==> config.mk <==
export PLATFORM = sky130hd
export DESIGN_NAME = pin_debounce
export DESIGN_NICKNAME = d
export VERILOG_FILES = /design/src/rtl/pd_pkg.sv /design/src/rtl/pd_sync.sv /design/src/rtl/pd_timer.sv /design/src/rtl/pd_lane.sv /design/src/rtl/pin_debounce.sv
export SDC_FILE = /design/constraint.sdc
export NUM_CORES = 1
export LEC_CHECK = 0
export ABC_AREA = 1
export BUFFER_PORTS_ARGS = -buffer_cell sky130_fd_sc_hd__buf_2
export CELL_PAD_IN_SITES_DETAIL_PLACEMENT = 0
export CELL_PAD_IN_SITES_GLOBAL_PLACEMENT = 2
export CORE_MARGIN = 8
export CORE_UTILIZATION = 34
export CTS_BUF_LIST = sky130_fd_sc_hd__clkbuf_8 sky130_fd_sc_hd__clkbuf_16
export DETAILED_ROUTE_END_ITERATION = 10
export HOLD_SLACK_MARGIN = 0.08
export PLACE_DENSITY = 0.87
export SETUP_SLACK_MARGIN = 0.4
export SLEW_MARGIN = 20
export SYNTH_ARGS = -nofsm -noshare
export SYNTH_HDL_FRONTEND = slang
export SYNTH_HIERARCHICAL = 1
export SYNTH_SLANG_ARGS = --single-unit
==> constraint.sdc <==
create_clock -name clk_i -period 3.2 [get_ports clk_i]
set_input_delay 0.64 -clock clk_i [delete_from_list [all_inputs] [get_ports clk_i]]
set_output_delay 0.64 -clock clk_i [all_outputs]
set_load 0.05 [all_outputs]
==> src/rtl/pd_pkg.sv <==
package pd_pkg;
  typedef enum logic {
    PD_STABLE = 1'b0,
    PD_FAST   = 1'b1
  } pd_mode_e;

  function automatic int unsigned pd_max(int unsigned a, int unsigned b);
    return (a > b) ? a : b;
  endfunction
endpackage

==> src/rtl/pd_sync.sv <==
module pd_sync #(
  parameter int unsigned W = 8
) (
  input  logic         clk_i,
  input  logic         rst_ni,
  input  logic [W-1:0] d_i,
  output logic [W-1:0] q_o
);
  logic [W-1:0] meta_q, sync_q;

  always_ff @(posedge clk_i or negedge rst_ni) begin
    if (!rst_ni) begin
      meta_q <= '0;
      sync_q <= '0;
    end else begin
      meta_q <= d_i;
      sync_q <= meta_q;
    end
  end

  assign q_o = sync_q;
endmodule

==> src/rtl/pd_timer.sv <==
module pd_timer #(
  parameter int unsigned CNT_W     = 8,
  parameter int unsigned DIV_LONG  = 50000,
  parameter int unsigned DIV_SHORT = 250
) (
  input  logic             clk_i,
  input  logic             rst_ni,
  input  logic             restart_i,
  input  logic             tick_en_i,
  input  logic             tbase_sel_i,
  input  logic [CNT_W-1:0] limit_i,
  output logic             expire_o,
  output logic             run_o,
  output logic [CNT_W-1:0] cnt_o
);
  import pd_pkg::*;

  localparam int unsigned DIV_MAX = pd_max(DIV_LONG, DIV_SHORT);
  localparam int unsigned PW      = (DIV_MAX > 1) ? $clog2(DIV_MAX) : 1;

  logic [PW-1:0]    pre_q, div_m1;
  logic [CNT_W-1:0] cnt_q, lim_m1;
  logic             run_q, tick, last;

  assign div_m1 = tbase_sel_i ? PW'(DIV_SHORT - 1) : PW'(DIV_LONG - 1);
  // zero count is treated as a one-tick window
  assign lim_m1 = (limit_i == '0) ? '0 : limit_i - 1'b1;

  assign tick     = run_q & tick_en_i & (pre_q == div_m1);
  assign last     = (cnt_q == lim_m1);
  assign expire_o = tick & last & ~restart_i;

  always_ff @(posedge clk_i or negedge rst_ni) begin
    if (!rst_ni) begin
      run_q <= 1'b0;
      cnt_q <= '0;
      pre_q <= '0;
    end else if (restart_i) begin
      run_q <= 1'b1;
      cnt_q <= '0;
      pre_q <= '0;
    end else if (run_q && tick_en_i) begin
      if (pre_q == div_m1) begin
        pre_q <= '0;
        if (last) begin
          run_q <= 1'b0;
          cnt_q <= '0;
        end else begin
          cnt_q <= cnt_q + 1'b1;
        end
      end else begin
        pre_q <= pre_q + 1'b1;
      end
    end
  end

  assign run_o = run_q;
  assign cnt_o = cnt_q;
endmodule

==> src/rtl/pd_lane.sv <==
module pd_lane (
  input  logic            clk_i,
  input  logic            rst_ni,
  input  logic            warm_i,
  input  logic            sync_i,
  input  logic            edge_i,
  input  logic            en_i,
  input  pd_pkg::pd_mode_e mode_i,
  input  logic            expire_i,
  output logic            out_o,
  output logic            evt_o,
  output logic            lock_o
);
  import pd_pkg::*;

  logic out_q, evt_q, lock_q;

  always_ff @(posedge clk_i or negedge rst_ni) begin
    if (!rst_ni) begin
      out_q  <= 1'b0;
      evt_q  <= 1'b0;
      lock_q <= 1'b0;
    end else begin
      evt_q <= 1'b0;
      if (!warm_i) begin
        out_q  <= sync_i;
        lock_q <= 1'b0;
      end else if (!en_i) begin
        out_q  <= sync_i;
        evt_q  <= out_q ^ sync_i;
        lock_q <= 1'b0;
      end else if (mode_i == PD_FAST) begin
        if (expire_i) begin
          out_q  <= sync_i;
          evt_q  <= out_q ^ sync_i;
          lock_q <= 1'b0;
        end else if (edge_i && !lock_q) begin
          out_q  <= sync_i;
          evt_q  <= 1'b1;
          lock_q <= 1'b1;
        end
      end else begin
        lock_q <= 1'b0;
        if (expire_i) begin
          out_q <= sync_i;
          evt_q <= out_q ^ sync_i;
        end
      end
    end
  end

  assign out_o  = out_q;
  assign evt_o  = evt_q;
  assign lock_o = lock_q;
endmodule

==> src/rtl/pin_debounce.sv <==
module pin_debounce #(
  parameter int unsigned N         = 8,
  parameter int unsigned CNT_W     = 8,
  parameter int unsigned DIV_LONG  = 50000,
  parameter int unsigned DIV_SHORT = 250
) (
  input  logic             clk_i,
  input  logic             rst_ni,
  input  logic [N-1:0]     pins_i,
  input  logic [N-1:0]     en_i,
  input  logic             mode_i,
  input  logic [CNT_W-1:0] time_cnt_i,
  input  logic             tbase_sel_i,
  input  logic             tick_en_i,
  output logic [N-1:0]     pins_o,
  output logic [N-1:0]     evt_o
);
  import pd_pkg::*;

  logic [N-1:0]     sync_s, sync_q, edge_v, lock;
  logic [1:0]       warm_q;
  logic             warm_done, restart, expire, run;
  logic [CNT_W-1:0] cnt;
  pd_mode_e         mode;

  assign mode = pd_mode_e'(mode_i);

  pd_sync #(.W(N)) u_sync (
    .clk_i (clk_i),
    .rst_ni(rst_ni),
    .d_i   (pins_i),
    .q_o   (sync_s)
  );

  // hold lanes in load-through until the synchronizer holds real data
  always_ff @(posedge clk_i or negedge rst_ni) begin
    if (!rst_ni) begin
      warm_q <= '0;
      sync_q <= '0;
    end else begin
      sync_q <= sync_s;
      if (!warm_done) warm_q <= warm_q + 1'b1;
    end
  end

  assign warm_done = (warm_q == 2'd3);
  assign edge_v    = sync_s ^ sync_q;
  assign restart   = warm_done & |(edge_v & en_i);

  pd_timer #(
    .CNT_W    (CNT_W),
    .DIV_LONG (DIV_LONG),
    .DIV_SHORT(DIV_SHORT)
  ) u_timer (
    .clk_i      (clk_i),
    .rst_ni     (rst_ni),
    .restart_i  (restart),
    .tick_en_i  (tick_en_i),
    .tbase_sel_i(tbase_sel_i),
    .limit_i    (time_cnt_i),
    .expire_o   (expire),
    .run_o      (run),
    .cnt_o      (cnt)
  );

  for (genvar i = 0; i < N; i++) begin : g_lane
    pd_lane u_lane (
      .clk_i   (clk_i),
      .rst_ni  (rst_ni),
      .warm_i  (warm_done),
      .sync_i  (sync_s[i]),
      .edge_i  (edge_v[i]),
      .en_i    (en_i[i]),
      .mode_i  (mode),
      .expire_i(expire),
      .out_o   (pins_o[i]),
      .evt_o   (evt_o[i]),
      .lock_o  (lock[i])
    );
  end
endmodule

==> flow_summary.yaml <==
floorplan:
  die_h_um: 127
  dieArea_um2: 16200
  coreArea_um2: 12100
  rows: 40
  boundaryPins: 45
  die_w_um: 127
  initial_core_util_pct: 34.9
route:
  drc: 0
  antenna_left: 0
  dr_total_vias: 3460
  routed_wl_mm: 9.02
  firstDrtPassIters: 4
  viasPerCell: 4.44
  drtIter0Drc: 155
  avgRoutedWirePerCell_um: 11.6
cells_and_area:
  nNetsFinal: 640
  layout-drive-gt1-share_pct: 19.5
  final_cell_area_um2: 4900
  antenna_cells: 0
  multi_input_area_um2: 1940
  regArea_um2: 1880
  fill_cells: 1232
  area_growth_pct: 16.6
logic_synthesis:
  synth-seq-area-share_pct: 44.6
  yosysTopAreaCell: "dfrtp_1"
  synth.top_cells.by_area: "dfrtp_1, nand2_1, inv_1"
  syn_nets: 586
  yosysWarnings: 6
  yosys.area.top_type_share_pct: 44.6
  synth-seq-cells: 75
  syn_avg_cell_area_um2: 7.60
  ys_types: 30
  syn-instance-count: 553
  synth_area_um2: 4200
flow_run:
  maxCapViolCount: 0
setup_path:
  path_cells: "buf_2, inv_1, ha_1, nand2_1, nor2_2, nand2_2, nand4_1, nand2_1, nor3_1, nand3_1, nor3_2, buf_6, inv_1, nand2_2, nor2_2, nand3_1, nand2_1"
  cpMostUsedCell: "nand2_1"
  slowest_delay_ns: 0.27
  crit_type: "input port to flop"
  worst_setup_path_start_kind: "input port"
  critPathArrivalTime_ns: 2.75
  crit_slowest_cell: "ha_1"
  required_ns: 3.43
  path_delay_family: "simple AND/OR/NAND/NOR gates"
  r2r_setup_slack_ns: 0.78
  cp_max_fo: 16
  end_kind: "flop"
  cp_num_buf_inv: 4
global_route:
  grt_max_degree: 76
  antenna_found_initial: 0
  track_usage_pct: 12.0
  grt_pass1_wl_mm: 15.8
  grt_overflow_total: 0
  first_global_vias: 3502
placed_design:
  placed_cell_area_um2: 4640
  dp_hpwl_mm: 6.69
  portBuffers: 44
  gp_congestion: 0.813
sta:
  holdWs_ns: 0.342
  finalSetupTns_ns: 0
  fin_crit_sh_pct: 78.8
  max_freq_ghz: 0.396
  tightest_slew_ns: 0.965
  setup_viol: 0
  rsz0062_at_grt: "false"
  min_period_ns: 2.52
  fin_skew_ns: 0.00592
  maxSlewHeadroom_pct: 35.6
  hold_viol_final: 0
  timing.final.max_slew_violations: 0
clock_tree:
  clk-insertion-delay-late_ns: 0.33
  cts_tree: "yes"
  cts.sinks: 75
  cts.clk_slew.worst_paths_ns: 0.06
  cts_buffers: 9
  cts-htree-levels: 3
  clock_path_buffers: 2
  clockRootBuffer: "clkbuf_16"
power_and_ir_drop:
  ir_drop_mv: 0.259
  leakage_nw: 2.56
  power.total_mw: 2.28
  power-per-cell-area_nw_per_um2: 465
min_path:
  holdCritPathClass: "flop to flop"
status:
  status: "finished, final reports clean"
[Yosys cell counts (all sizes together)]
library cell	count
a211oi	1
a21oi	20
a31oi	2
and2	9
and3	1
buf	2
clkinv	1
dfrtp	75
ha	4
inv	101
nand2	157
nand3	57
nand3b	1
nand4	11
nor2	59
nor3	21
nor4	1
o21ai	16
o22ai	4
xnor2	4
xor2	6
[what timing repair did]
action | in CTS | in global routing
hold endpoints to repair | 0 | 0
gates resized for setup | 0 | 1
setup buffers | 0 | 0
hold buffers | 0 | 0
setup endpoints to repair | 0 | 4
[layout by cell type, fill, tap and decap left out, types with 2 or more instances in the layout]
| master | synthesis | final |
|---|---|---|
| a31oi_1 | 2 | 2 |
| nand3_1 | 47 | 47 |
| xnor2_1 | 4 | 4 |
| nand2_1 | 142 | 142 |
| nor2_1 | 37 | 37 |
| xor2_1 | 6 | 6 |
| buf_2 | 1 | 43 |
| nand2_2 | 15 | 15 |
| o22ai_1 | 4 | 4 |
| nor2_2 | 13 | 13 |
| ha_1 | 4 | 4 |
| nand4_1 | 11 | 11 |
| dfrtp_1 | 75 | 75 |
| inv_1 | 98 | 100 |
| o21ai_0 | 15 | 15 |
| clkbuf_16 | 0 | 9 |
| nand3_2 | 10 | 10 |
| nor3_1 | 21 | 20 |
| and2_1 | 8 | 8 |
| nor2_4 | 9 | 9 |
| a21oi_2 | 8 | 8 |
| clkinv_2 | 0 | 3 |
| a21oi_1 | 12 | 12 |
| inv_2 | 3 | 3 |
[registers in the layout, indices dropped and copies added (netlist names)]
| name | cells |
|---|---|
| u_sync/meta_q | 8 |
| sync_q | 8 |
| u_sync/q_o | 8 |
| warm_q | 2 |
| u_timer/pre_q | 16 |
| u_timer/cnt_o | 8 |
| g_lane.u_lane/out_o | 8 |
| g_lane.u_lane/lock_o | 8 |
| g_lane.u_lane/evt_o | 8 |
| u_timer/run_o | 1 |
[power by group]
part / internal, mW / total, mW / switching, mW
clock: 0.531 / 0.903 / 0.372
combinational: 0.103 / 0.344 / 0.241
sequential: 0.998 / 1.03 / 0.0352
total: 1.63 / 2.28 / 0.648
[routing by layer]
metal  part of all wire (%)  up-vias  wire (um)  global-route usage, %
li1                       -     1839          -                      -
met1                     46     1567       4160                   14.0
met2                     49       47       4380                   20.6
met3                    4.3        7        387                   3.91
met4                    1.0        0         92                   3.78
met5                      0        -          0                      0
[through the flow]
step / std cells / setup WS [ns] / utilization [%]
floorplan: 553 / 0.470 / -
global placement: 764 / 0.397 / 38.4
detailed placement: 764 / 0.297 / 38.4
CTS: 779 / 0.662 / 40.6
global route: 779 / 0.424 / 40.6
finish: 779 / 0.677 / 40.6
[logic make-up (layout without fill, tap and decap cells)]
family	count (synthesis)	count (layout)	share of synthesized area [%]
flip-flops	75	75	44.6
XOR/XNOR	10	10	2.08
AND/OR/NAND/NOR	317	317	36.5
AO/OA/AOI/OAI	43	43	6.16
buffers and inverters	104	162	9.40
adder cells (fa/ha/maj)	4	4	1.19
[path summary, 6_finish.rpt]
check,start,to,depth (start not counted)
max,time_cnt_i[0],g_lane[1].u_lane/out_o,17
min,u_sync/meta_q[0],u_sync/q_o[0],0
max reg2reg,warm_q[0],u_timer/pre_q[12],10
min reg2reg,u_sync/meta_q[0],u_sync/q_o[0],0
max in group asynchronous,rst_ni,u_timer/cnt_o[1],1
min in group asynchronous,rst_ni,g_lane[3].u_lane/out_o,1
[layout make-up]
| class | instances | area share, % |
|---|---|---|
| sequential | 75 | 38.3 |
| timing repair buffer | 45 | 4.77 |
| clock buffer | 10 | 4.87 |
| multi-input combinational | 374 | 39.5 |
| inverter | 102 | 7.81 |
| tap | 168 | 4.29 |
| clock inverter | 5 | 0.459 |
Note: power is estimated with default switching activity, not from simulation.
